[src/rtl/dma_chan_pkg.sv]
package dma_chan_pkg;
  localparam int unsigned UNIT_MAX_BYTES = 32;
  localparam int unsigned DATA_W         = 8 * UNIT_MAX_BYTES;
  localparam int unsigned BYTES_W        = $clog2(UNIT_MAX_BYTES) + 1;

  localparam logic [1:0] RA_SRC  = 2'd0;
  localparam logic [1:0] RA_DST  = 2'd1;
  localparam logic [1:0] RA_CNT  = 2'd2;
  localparam logic [1:0] RA_CTRL = 2'd3;

  localparam int unsigned CB_EN   = 0;
  localparam int unsigned CB_TE   = 1;
  localparam int unsigned CB_IE   = 2;
  localparam int unsigned CB_SIZE = 4;
  localparam int unsigned CB_SMOD = 12;
  localparam int unsigned CB_DMOD = 14;

  typedef enum logic [1:0] {
    STEP_FIXED = 2'd0,
    STEP_INC   = 2'd1,
    STEP_DEC   = 2'd2,
    STEP_RSVD  = 2'd3
  } step_e;

  typedef enum logic [1:0] {
    SEQ_IDLE = 2'd0,
    SEQ_RD   = 2'd1,
    SEQ_WR   = 2'd2
  } seq_e;

  function automatic logic [BYTES_W-1:0] unit_bytes(input logic [2:0] code);
    logic [BYTES_W-1:0] b;
    case (code)
      3'd0:    b = BYTES_W'(8);
      3'd2:    b = BYTES_W'(2);
      3'd3:    b = BYTES_W'(4);
      3'd4:    b = BYTES_W'(32);
      default: b = BYTES_W'(1);
    endcase
    return b;
  endfunction
endpackage

[src/rtl/dma_addr_step.sv]
module dma_addr_step
  import dma_chan_pkg::*;
#(
  parameter int unsigned ADDR_W = 32
) (
  input  logic [ADDR_W-1:0]  addr_i,
  input  step_e              mode_i,
  input  logic [BYTES_W-1:0] bytes_i,
  output logic [ADDR_W-1:0]  next_o
);
  logic [ADDR_W-1:0] delta;
  assign delta = {{(ADDR_W-BYTES_W){1'b0}}, bytes_i};

  always_comb begin
    case (mode_i)
      STEP_INC: next_o = addr_i + delta;
      STEP_DEC: next_o = addr_i - delta;
      default:  next_o = addr_i;  // fixed and reserved
    endcase
  end
endmodule

[src/rtl/dma_chan_regs.sv]
module dma_chan_regs
  import dma_chan_pkg::*;
#(
  parameter int unsigned REG_W  = 32,
  parameter int unsigned ADDR_W = 32,
  parameter int unsigned CNT_W  = 24
) (
  input  logic              clk_i,
  input  logic              rst_ni,
  input  logic              we_i,
  input  logic [1:0]        addr_i,
  input  logic [REG_W-1:0]  wdata_i,
  output logic [REG_W-1:0]  rdata_o,
  input  logic              busy_i,
  input  logic              unit_done_i,
  input  logic [ADDR_W-1:0] src_nxt_i,
  input  logic [ADDR_W-1:0] dst_nxt_i,
  output logic [ADDR_W-1:0] src_o,
  output logic [ADDR_W-1:0] dst_o,
  output logic [CNT_W-1:0]  cnt_o,
  output logic              chan_en_o,
  output logic [2:0]        size_code_o,
  output step_e             src_mode_o,
  output step_e             dst_mode_o,
  output logic              irq_o
);
  logic [ADDR_W-1:0] src_q, dst_q;
  logic [CNT_W-1:0]  cnt_q;
  logic [REG_W-1:0]  ctrl_q, ctrl_d;
  logic              irq_q;
  logic              cnt_last, ctrl_wr;

  assign cnt_last = (cnt_q == CNT_W'(1));
  assign ctrl_wr  = we_i && (addr_i == RA_CTRL);

  always_comb begin
    ctrl_d = ctrl_wr ? wdata_i : ctrl_q;
    if (unit_done_i && cnt_last) ctrl_d[CB_TE] = 1'b1;
  end

  always_ff @(posedge clk_i or negedge rst_ni) begin
    if (!rst_ni) begin
      src_q  <= '0;
      dst_q  <= '0;
      cnt_q  <= '0;
      ctrl_q <= '0;
      irq_q  <= 1'b0;
    end else begin
      ctrl_q <= ctrl_d;
      irq_q  <= ctrl_d[CB_IE] & ctrl_d[CB_TE];
      if (unit_done_i) begin
        src_q <= src_nxt_i;
        dst_q <= dst_nxt_i;
        cnt_q <= cnt_q - CNT_W'(1);
      end else if (we_i && !busy_i) begin
        case (addr_i)
          RA_SRC:  src_q <= wdata_i[ADDR_W-1:0];
          RA_DST:  dst_q <= wdata_i[ADDR_W-1:0];
          RA_CNT:  cnt_q <= wdata_i[CNT_W-1:0];
          default: ;
        endcase
      end
    end
  end

  always_comb begin
    case (addr_i)
      RA_SRC:  rdata_o = REG_W'(src_q);
      RA_DST:  rdata_o = REG_W'(dst_q);
      RA_CNT:  rdata_o = {{(REG_W-CNT_W){1'b0}}, cnt_q};
      default: rdata_o = ctrl_q;
    endcase
  end

  assign src_o       = src_q;
  assign dst_o       = dst_q;
  assign cnt_o       = cnt_q;
  assign chan_en_o   = ctrl_q[CB_EN] & ~ctrl_q[CB_TE];
  assign size_code_o = ctrl_q[CB_SIZE +: 3];
  assign src_mode_o  = step_e'(ctrl_q[CB_SMOD +: 2]);
  assign dst_mode_o  = step_e'(ctrl_q[CB_DMOD +: 2]);
  assign irq_o       = irq_q;


  a_r8_count_step: assert property (@(posedge clk_i) disable iff (!rst_ni)
    unit_done_i |=> cnt_q == $past(cnt_q) - CNT_W'(1));
  a_r8_te_on_last: assert property (@(posedge clk_i) disable iff (!rst_ni)
    (unit_done_i && cnt_last) |=> ctrl_q[CB_TE]);

  a_r2_hold_busy: assert property (@(posedge clk_i) disable iff (!rst_ni)
    (busy_i && !unit_done_i) |=> ($stable(src_q) && $stable(dst_q) && $stable(cnt_q)));

  a_r9_irq_cause: assert property (@(posedge clk_i) disable iff (!rst_ni)
    $rose(irq_o) |-> $past(unit_done_i || ctrl_wr));
endmodule

[src/rtl/dma_chan_seq.sv]
module dma_chan_seq
  import dma_chan_pkg::*;
#(
  parameter int unsigned CNT_W = 24
) (
  input  logic             clk_i,
  input  logic             rst_ni,
  input  logic             run_i,
  input  logic [CNT_W-1:0] limit_i,
  input  logic             go_ok_i,
  input  logic [CNT_W-1:0] cnt_i,
  input  logic             rd_ready_i,
  input  logic             wr_ready_i,
  output logic             rd_valid_o,
  output logic             wr_valid_o,
  output logic             rd_fire_o,
  output logic             unit_done_o,
  output logic             busy_o
);
  localparam int unsigned LEFT_W = CNT_W + 1;

  seq_e              state_q;
  logic [LEFT_W-1:0] left_q, remain, lim_ext, units;
  logic              last_unit;

  assign remain  = (cnt_i == '0) ? {1'b1, {CNT_W{1'b0}}} : {1'b0, cnt_i};
  assign lim_ext = {1'b0, limit_i};
  assign units   = ((limit_i == '0) || (lim_ext > remain)) ? remain : lim_ext;

  assign last_unit = (left_q == LEFT_W'(1)) || (cnt_i == CNT_W'(1)) || !go_ok_i;

  always_ff @(posedge clk_i or negedge rst_ni) begin
    if (!rst_ni) begin
      state_q <= SEQ_IDLE;
      left_q  <= '0;
    end else begin
      case (state_q)
        SEQ_IDLE: if (run_i && go_ok_i) begin
          left_q  <= units;
          state_q <= SEQ_RD;
        end
        SEQ_RD: if (rd_ready_i) state_q <= SEQ_WR;
        SEQ_WR: if (wr_ready_i) begin
          left_q  <= left_q - LEFT_W'(1);
          state_q <= last_unit ? SEQ_IDLE : SEQ_RD;
        end
        default: state_q <= SEQ_IDLE;
      endcase
    end
  end

  assign rd_valid_o  = (state_q == SEQ_RD);
  assign wr_valid_o  = (state_q == SEQ_WR);
  assign rd_fire_o   = rd_valid_o && rd_ready_i;
  assign unit_done_o = wr_valid_o && wr_ready_i;
  assign busy_o      = (state_q != SEQ_IDLE);


  a_r6_rd_hold: assert property (@(posedge clk_i) disable iff (!rst_ni)
    (rd_valid_o && !rd_ready_i) |=> rd_valid_o);
  a_r6_wr_hold: assert property (@(posedge clk_i) disable iff (!rst_ni)
    (wr_valid_o && !wr_ready_i) |=> wr_valid_o);
  a_r6_rd_then_wr: assert property (@(posedge clk_i) disable iff (!rst_ni)
    rd_fire_o |=> (wr_valid_o && !rd_valid_o));

  a_r7_left_live: assert property (@(posedge clk_i) disable iff (!rst_ni)
    busy_o |-> (left_q != '0));

  a_r3_start_gated: assert property (@(posedge clk_i) disable iff (!rst_ni)
    $rose(busy_o) |-> $past(run_i && go_ok_i));
endmodule

[src/rtl/dma_chan_engine.sv]
module dma_chan_engine
  import dma_chan_pkg::*;
#(
  parameter int unsigned REG_W  = 32,
  parameter int unsigned ADDR_W = 32,
  parameter int unsigned CNT_W  = 24
) (
  input  logic               clk_i,
  input  logic               rst_ni,
  input  logic               reg_we_i,
  input  logic [1:0]         reg_addr_i,
  input  logic [REG_W-1:0]   reg_wdata_i,
  output logic [REG_W-1:0]   reg_rdata_o,
  input  logic [2:0]         glob_ctrl_i,
  input  logic               run_i,
  input  logic [CNT_W-1:0]   run_limit_i,
  output logic               rd_valid_o,
  output logic [ADDR_W-1:0]  rd_addr_o,
  input  logic               rd_ready_i,
  input  logic [DATA_W-1:0]  rd_data_i,
  output logic               wr_valid_o,
  output logic [ADDR_W-1:0]  wr_addr_o,
  output logic [DATA_W-1:0]  wr_data_o,
  input  logic               wr_ready_i,
  output logic [BYTES_W-1:0] unit_bytes_o,
  output logic               busy_o,
  output logic               irq_o
);
  logic [ADDR_W-1:0] src_q, dst_q;
  logic [CNT_W-1:0]  cnt_q;
  logic              chan_en, go_ok, rd_fire, unit_done;
  logic [2:0]        size_code;
  step_e             src_mode, dst_mode;
  logic [DATA_W-1:0] data_q;

  step_e             st_mode [2];
  logic [ADDR_W-1:0] st_cur  [2];
  logic [ADDR_W-1:0] st_next [2];

  assign go_ok        = (glob_ctrl_i == 3'b001) && chan_en;
  assign unit_bytes_o = unit_bytes(size_code);

  dma_chan_regs #(.REG_W(REG_W), .ADDR_W(ADDR_W), .CNT_W(CNT_W)) u_regs (
    .clk_i, .rst_ni,
    .we_i(reg_we_i), .addr_i(reg_addr_i), .wdata_i(reg_wdata_i), .rdata_o(reg_rdata_o),
    .busy_i(busy_o), .unit_done_i(unit_done),
    .src_nxt_i(st_next[0]), .dst_nxt_i(st_next[1]),
    .src_o(src_q), .dst_o(dst_q), .cnt_o(cnt_q),
    .chan_en_o(chan_en), .size_code_o(size_code),
    .src_mode_o(src_mode), .dst_mode_o(dst_mode), .irq_o
  );

  dma_chan_seq #(.CNT_W(CNT_W)) u_seq (
    .clk_i, .rst_ni,
    .run_i, .limit_i(run_limit_i), .go_ok_i(go_ok), .cnt_i(cnt_q),
    .rd_ready_i, .wr_ready_i,
    .rd_valid_o, .wr_valid_o, .rd_fire_o(rd_fire), .unit_done_o(unit_done), .busy_o
  );

  assign st_mode[0] = src_mode;
  assign st_mode[1] = dst_mode;
  assign st_cur[0]  = src_q;
  assign st_cur[1]  = dst_q;

  for (genvar g = 0; g < 2; g++) begin : g_step
    dma_addr_step #(.ADDR_W(ADDR_W)) u_step (
      .addr_i(st_cur[g]), .mode_i(st_mode[g]), .bytes_i(unit_bytes_o), .next_o(st_next[g])
    );
  end

  always_ff @(posedge clk_i or negedge rst_ni) begin
    if (!rst_ni)      data_q <= '0;
    else if (rd_fire) data_q <= rd_data_i;
  end

  assign rd_addr_o = src_q;
  assign wr_addr_o = dst_q;
  assign wr_data_o = data_q;


  a_r6_addr_stable: assert property (@(posedge clk_i) disable iff (!rst_ni)
    (rd_valid_o && !rd_ready_i) |=> $stable(rd_addr_o));

  a_r10_boundary_stop: assert property (@(posedge clk_i) disable iff (!rst_ni)
    (unit_done && !go_ok) |=> !busy_o);

  a_r3_glob_gate: assert property (@(posedge clk_i) disable iff (!rst_ni)
    $rose(busy_o) |-> $past(glob_ctrl_i == 3'b001));
endmodule

[config.mk]
export PLATFORM = sky130hd
export DESIGN_NAME = dma_chan_engine
export DESIGN_NICKNAME = d
export VERILOG_FILES = /design/src/rtl/dma_chan_pkg.sv /design/src/rtl/dma_addr_step.sv /design/src/rtl/dma_chan_regs.sv /design/src/rtl/dma_chan_seq.sv /design/src/rtl/dma_chan_engine.sv
export SDC_FILE = /design/constraint.sdc
export NUM_CORES = 1
export LEC_CHECK = 0
export ABC_AREA = 0
export BUFFER_PORTS_ARGS = -buffer_cell sky130_fd_sc_hd__buf_2
export CAP_MARGIN = 0
export CORE_AREA = 2 2 267 269
export CTS_CLUSTER_SIZE = 12
export DETAILED_ROUTE_END_ITERATION = 8
export DIE_AREA = 0 0 269 271
export MAX_ROUTING_LAYER = met4
export PLACE_DENSITY_LB_ADDON = 0.05
export SLEW_MARGIN = 20
export SYNTH_ARGS = -nofsm -noshare
export SYNTH_HDL_FRONTEND = slang
export SYNTH_SLANG_ARGS = --single-unit
[constraint.sdc]
create_clock -name clk_i -period 4.48 [get_ports clk_i]
set_clock_uncertainty 0.2 [all_clocks]
set_input_delay 0.896 -clock clk_i [delete_from_list [all_inputs] [get_ports clk_i]]
set_output_delay 0.896 -clock clk_i [all_outputs]
set_load 0.05 [all_outputs]
==> results of run 1 <==
==> worst reg2reg max path, stage by stage, from the launching register on <==
cell	delay (ns)
dfrtp_1	0.47
nor2_1	0.21
nand2_1	0.12
ha_1	0.25
nand2b_1	0.17
buf_4	0.20
ha_1	0.40
and4_4	0.26
nand3_2	0.08
or2_4	0.25
a2111oi_4	0.30
nor3_2	0.13
o21a_1	0.24
o21a_1	0.24
o2111ai_1	0.20
a21oi_1	0.09
o21ba_1	0.24
==> routing by layer <==
metal  share of wire  vias up  track usage
met5               0        -            -
met4           0.023        0       0.0579
met3           0.070      129       0.0585
met2            0.48      653        0.384
met1            0.43     9238        0.302
li1                -     8529            -
==> worst paths after layout <==
| check | start | endpoint | slack (ns) | cells after the start |
|---|---|---|---|---|
| max in group asynchronous | rst_ni | wr_data_o[156] | 2.97 | 2 |
| worst min register to register | wr_data_o[81] | wr_data_o[81] | 0.30 | 1 |
| worst max-delay path | u_regs.ctrl_q[4] | u_regs.src_o[31] | 0.39 | 16 |
| worst max register to register | u_regs.ctrl_q[4] | u_regs.src_o[31] | 0.39 | 16 |
| min in group clk_i | wr_data_o[81] | wr_data_o[81] | 0.30 | 1 |
| worst min-delay path | rst_ni | wr_data_o[23] | 0.06 | 1 |
==> sequential cells by signal (all words and copies together) (netlist names) <==
name	count
wr_data_o	256
u_regs.dst_o	32
u_seq.state_q	2
u_regs.irq_o	1
u_regs.src_o	32
u_regs.ctrl_q	32
u_seq.left_q	25
u_regs.cnt_o	24
==> cell type report <==
type	count	area [µm²]
inverters	55	206
diodes	11	27.5
fillers	7001	42100
flip-flops and latches	404	10100
well taps	940	1180
clock buffers	71	1440
repair buffers	734	3930
multi-input cells	1403	10600
clock inverters	16	168
==> stage by stage <==
| stage | utilization | area, µm² | hold WS (ns) | worst slack, ns |
|---|---|---|---|---|
| after floorplan | - | 21300 | 0.271 | 0.467 |
| after global placement | 0.373 | 26000 | 0.281 | 0.487 |
| after detailed placement | 0.373 | 26000 | 0.287 | 0.411 |
| after CTS | 0.396 | 27600 | 0.126 | 0.390 |
| after global routing | 0.396 | 27600 | 0.125 | 0.00563 |
| final | 0.396 | 27600 | 0.0567 | 0.388 |
==> cell usage after synthesis, types with 11 or more instances <==
master | count | area share
mux2i_1 | 12 | 0.0056
nor2b_1 | 14 | 0.0041
o21ai_0 | 93 | 0.022
ha_1 | 92 | 0.054
nand3_1 | 35 | 0.0082
mux2_2 | 288 | 0.15
mux4_2 | 24 | 0.025
nand4_1 | 18 | 0.0053
o21a_1 | 13 | 0.0046
a31oi_1 | 34 | 0.010
a211oi_1 | 11 | 0.0039
nor2_1 | 137 | 0.024
nand2_1 | 171 | 0.030
inv_1 | 54 | 0.0095
a21o_1 | 34 | 0.012
xnor2_1 | 29 | 0.012
o211ai_1 | 13 | 0.0046
a21oi_1 | 159 | 0.037
xor2_1 | 18 | 0.0074
dfrtp_1 | 404 | 0.48
nand2b_1 | 15 | 0.0044
clkbuf_1 | 75 | 0.013
nor3_1 | 25 | 0.0059
nor4_1 | 19 | 0.0056
==> cells by family (layout without fill, tap and decap cells) <==
| logic type | count (synthesis) | in the layout | synth area share |
|---|---|---|---|
| mux | 324 | 324 | 0.183 |
| flops | 404 | 404 | 0.475 |
| fa+ha+maj | 94 | 94 | 0.0560 |
| compound gates | 455 | 455 | 0.132 |
| simple gates | 482 | 482 | 0.104 |
| buf+inv | 153 | 876 | 0.0296 |
| other cells | 1 | 12 | 0.000176 |
| xor+xnor | 47 | 47 | 0.0193 |
==> where the power goes <==
part | total, mW | internal [mW] | leakage (nW) | switching (mW)
Combinational | 9.57 | 2.79 | 7.95 | 6.79
Sequential | 5.76 | 4.85 | 5.05 | 0.916
Clock | 4.04 | 2.35 | 0.789 | 1.69
Total | 19.4 | 9.98 | 13.8 | 9.39
==> what timing repair did <==
action	CTS	global route
buffers inserted	0	0
hold buffers	0	0
endpoints found under the hold margin	0	0
endpoints found under the setup margin	0	2
gates resized for setup	0	2
==> reports/results.ini, run 1 <==
[sta]
setup_viol = 0
slew_viol_final = 0
max_freq_mhz = 244
tightestPinTransition_ns = 0.815
rsz0062_at_grt = false
post-route-period-util = 0.913
slew_headroom = 0.457
period_minus_slack_ns = 4.09
setup-tns-final_ns = 0
finalHoldViolations = 0

[setup_path]
crit_path_start_kind = flip-flop
critPathTopFamily = compound AO/OA/AOI/OAI gates
arrival_ns = 4.42
required_ns = 4.81
path_buf_inv = 1
crit_path_max_fanout = 10
endpoint_kind = flip-flop
crit_chain = nor2_1, nand2_1, ha_1, nand2b_1, buf_4, ha_1, and4_4, nand3_2, or2_4, a2111oi_4, nor3_2, o21a_1, o21a_1, o2111ai_1, a21oi_1, o21ba_1
timing_worst_setup_path_type = reg -> reg
cpMaxStageDelayCell = dfrtp_1
cpPeakStageDelay_ns = 0.47

[place]
portBuffers = 683
hpwl_um = 68000
dp_cells = 3536
gp_congestion = 0.913

[floorplan]
io_pins = 685
die_w_um = 269
dieArea_mm2 = 0.0729
rows = 97
start_util = 0.305
fp.coreArea_mm2 = 0.0698
die_h_um = 271

[finish]
syn_to_final_growth_pct = 29.9
mostFrequentLayoutCells = buf_2, dfrtp_1, mux2_2
drive_gt1_frac = 0.427
nNetsFinal = 3065
fin_cells = 3634
final_common_cell = buf_2

[power_and_ir_drop]
ir_drop_mv = 0.432
power_density_mw_per_mm2 = 701
power.leakage_nw = 13.8
power.total_mw = 19.4

[job]
maxCapViolations = 0

[synth]
synth_seq_area_share = 0.475
synth_cell_type_count = 74
synth-edff-count = 0
yosys_warnings = 0
synth_cells = 1960
syn_nets = 2377
syn_area_mm2 = 0.0213
async_reset_ff_frac = 1.00
synth_flop_cell = dfrtp_1
synth-seq-cells = 404
syn_area_per_cell_um2 = 10.9

[detailed_routing]
ant_nets = 0
drt_first_pass_iters = 5
route.vias.total = 18500
drt_iter0_markers = 1150
drc = 0
wl_um = 86400
routedWlPerCell_um = 23.8
viasPerCell = 5.10

[grt]
gr-total-overflow = 0
grt_pass1_vias = 18900
antenna_found_initial = 13
grt_max_degree = 86
grt_pass1_wl_um = 126000
grt.total_usage = 0.239

[clocking]
clkTransAtPathRegs_ns = 0.06
clock-root-buffer = clkbuf_16
cts_tree = done
clkLatencyLatePin_ns = 0.60
cts.sinks = 404
cts_buffers = 50
cts_buffer_depth = 3
cts.htree.levels = 2

[worst_hold_path]
min_path_type = in -> async

[outcome]
status = finished clean

Power figures use the tool's default switching activity.
==> inputs of run 2 (changes only) <==
- ABC_AREA: 0 -> 1
- MAX_ROUTING_LAYER: met4 -> not set
==> run 2 against run 1 <==
- clock power up 4%
- global-route usage up 6.0 points
- final cell count up 16%
- non-clock buffer count down 8
- first-iteration DRC count up 85%
- maximum frequency up 1.5%
- synthesized cell count up 31%
- setup slack better by 0.062 ns
- count of clock-buffer cells in the layout down 1
- worst hold slack better by 0.088 ns
- largest power group unchanged
==> reports/results.ini, run 2 <==
[outcome]
status = finished clean

[sta]
hold_ws_ns = 0.145  ; +0.0884 ns
max_freq_mhz = 248  ; +1.5%
slew_viol_final = 0  ; unchanged
setup-tns-final_ns = 0  ; unchanged
rsz0062_at_grt = false
finalHoldViolations = 0  ; unchanged
tightestPinTransition_ns = 0.932  ; +0.117 ns
slew_headroom = 0.378  ; -0.0790
setup_viol = 0  ; unchanged
post-route-period-util = 0.899  ; -0.0139
period_minus_slack_ns = 4.03  ; -0.0621 ns

[clocking]
cts_buffer_depth = 3  ; unchanged
cts_tree = done
cts.htree.levels = 2  ; unchanged
cts_buffers = 49  ; -2.0%
cts.sinks = 404  ; unchanged
cts_setup_buffers = 0  ; unchanged
clkLatencyLatePin_ns = 0.60  ; about the same
clkTransAtPathRegs_ns = 0.06  ; about the same
post_cts_resized = 0  ; unchanged
clock-root-buffer = clkbuf_16
hold_buffers = 0  ; unchanged

[finish]
largest_reg_flops = 256  ; unchanged
drive_gt1_frac = 0.344  ; -0.0828
nNetsFinal = 3664  ; +20%
design_area_mm2 = 0.0288  ; +4.3%
final_common_cell = buf_2
fin_util = 0.413  ; +0.0172
multi_input_area_mm2 = 0.0112  ; +6.2%
n_fill_cell = 7140  ; +2.0%
mostFrequentLayoutCells = buf_2, nand2_1, dfrtp_1
seq_area_mm2 = 0.0101  ; unchanged
syn_to_final_growth_pct = 27.9

[detailed_routing]
drc = 0  ; unchanged
wl_um = 111000  ; +28%
viasPerCell = 5.25  ; +2.8%
drt_first_pass_iters = 5  ; unchanged
route.vias.total = 22200  ; +20%
routedWlPerCell_um = 26.2  ; +10%
ant_nets = 0  ; unchanged
drt_iter0_markers = 2126  ; +85%

[synth]
synth_top_area_share = 0.448  ; -0.0267
async_reset_ff_frac = 1.00  ; unchanged
synthTopCellsByCount = nand2_1, dfrtp_1, mux2_2, nor2_1, inv_1
synth_flop_cell = dfrtp_1
synth_cells = 2560  ; +31%
synth-simple-area-share = 0.204  ; +0.100
synthMostInstantiatedCell = nand2_1
synth_mux_area_frac = 0.128  ; -0.0556
syn_area_mm2 = 0.0225  ; +6.0%
synth_top_family_by_area = simple AND/OR/NAND/NOR gates
synth-compound-area-share = 0.109  ; -0.0235
synth_seq_area_share = 0.448  ; -0.0267
syn_area_per_cell_um2 = 8.81  ; -19%
synth_top_area_cell = dfrtp_1
yosys_warnings = 0  ; unchanged
synth.area.top_cells = dfrtp_1, mux2_2, nand2_1, ha_1, nor2_1
synth-edff-count = 0  ; unchanged
synth_cell_type_count = 61  ; -18%
synth_xor_area_frac = 0.00350  ; -0.0158
synthAdderAreaFrac = 0.0528  ; -0.00315
synth-seq-cells = 404  ; unchanged
syn_nets = 2977  ; +25%

[job]
maxCapViolations = 0  ; unchanged

[setup_path]
timing_worst_setup_path_type = reg -> reg
required_ns = 4.72  ; -0.09 ns
crit_path_max_fanout = 6  ; -4
endpoint_kind = flip-flop
crit_path_start_kind = flip-flop
arrival_ns = 4.27  ; -0.15 ns

[grt]
gr-total-overflow = 0  ; unchanged
grt_max_degree = 88  ; +2.3%
grt.total_usage = 0.299  ; +0.0603
antenna_found_initial = 50  ; +37
grt_pass1_vias = 21600  ; +14%
grt_pass1_wl_um = 158000  ; +25%

[place]
gp_congestion = 1.07  ; +17%
portBuffers = 683  ; unchanged
placed_area_mm2 = 0.0272  ; +4.4%
hpwl_um = 91500  ; +35%

[power_and_ir_drop]
ir_drop_mv = 0.840  ; +95%
power.leakage_nw = 14.5  ; +5.3%
power_density_mw_per_mm2 = 938  ; +34%

[floorplan]
rows = 97  ; unchanged
io_pins = 685  ; unchanged
die_h_um = 271  ; unchanged
start_util = 0.323  ; +0.0182
dieArea_mm2 = 0.0729  ; unchanged
die_w_um = 269  ; unchanged
fp.coreArea_mm2 = 0.0698  ; unchanged

[worst_hold_path]
min_path_type = in -> async

==> run 2: cell types whose count changed in the layout (fill, tap and decap cells not counted), moves of 24 or more <==
cell,previous run,this run
xnor2_1,29,1
nand3_1,35,160
o21ai_0,93,137
a21o_1,34,10
mux4_2,24,0
mux2_2,288,256
nor2_1,137,235
inv_1,54,197
nand2_1,168,537
==> run 2: power by group <==
group          total, mW  switching (mW)  leakage (nW)  internal [mW]
Clock               4.22            1.72         0.837           2.50
Sequential          6.85            1.53          4.88           5.32
Combinational       16.0            11.8          8.80           4.21
Total               27.1            15.0          14.5           12.0
==> run 2: logic make-up after synthesis <==
kind of cell | count (synthesis)
fa+ha+maj | 94
xor+xnor | 9
compound gates | 430
mux | 256
simple gates | 1066
other cells | 1
flops | 404
buf+inv | 300
==> run 2: critical path: stages, from the launching register on <==
cell and delay (ns):
dfrtp_1 0.42, nor2_1 0.30, inv_1 0.13, nor2_1 0.16
inv_1 0.12, ha_1 0.32, o21ai_0 0.37, ha_1 0.36
a21oi_1 0.27, a21boi_0 0.41, o21ai_1 0.18, nand2_1 0.09
nand2_1 0.11, or2_2 0.29, nand2_1 0.07, a31oi_1 0.07
==> run 2: area by class of cell <==
cell class	instances	share of cell area
diodes	3	0.000260
flip-flops and latches	404	0.350
repair buffers	726	0.133
inverters	210	0.0273
clock buffers	70	0.0491
well taps	940	0.0408
clock inverters	22	0.00941
multi-input cells	1856	0.390
==> run 2: stage by stage <==
step,cells,worst slack (ns),power [mW]
final,4231,0.450,27.1
after global routing,4228,0.180,28.5
after CTS,4228,0.548,27.2
after detailed placement,4136,0.567,22.8
after global placement,4136,0.604,22.7
after floorplan,2560,0.640,17.7
==> run 2: path summary, 6_finish.rpt <==
check                                        from           endpoint  slack [ns]  cells after the start
worst max-delay path             u_regs.ctrl_q[4]   u_regs.dst_o[22]        0.45                     15
worst min-delay path                       rst_ni   u_regs.src_o[29]        0.15                      1
worst max register to register   u_regs.ctrl_q[4]   u_regs.dst_o[22]        0.45                     15
worst min register to register  u_regs.ctrl_q[31]  u_regs.ctrl_q[31]        0.28                      2
max in group asynchronous                  rst_ni   u_regs.dst_o[26]        2.92                      2
min in group clk_i              u_regs.ctrl_q[31]  u_regs.ctrl_q[31]        0.28                      2
==> run 2: routing by layer <==
layer	global-route usage	vias up	wire length (µm)
met5	0	-	98
met4	0.0632	16	2990
met3	0.0641	181	8690
met2	0.499	1006	53000
met1	0.398	10900	46200
li1	-	10100	-
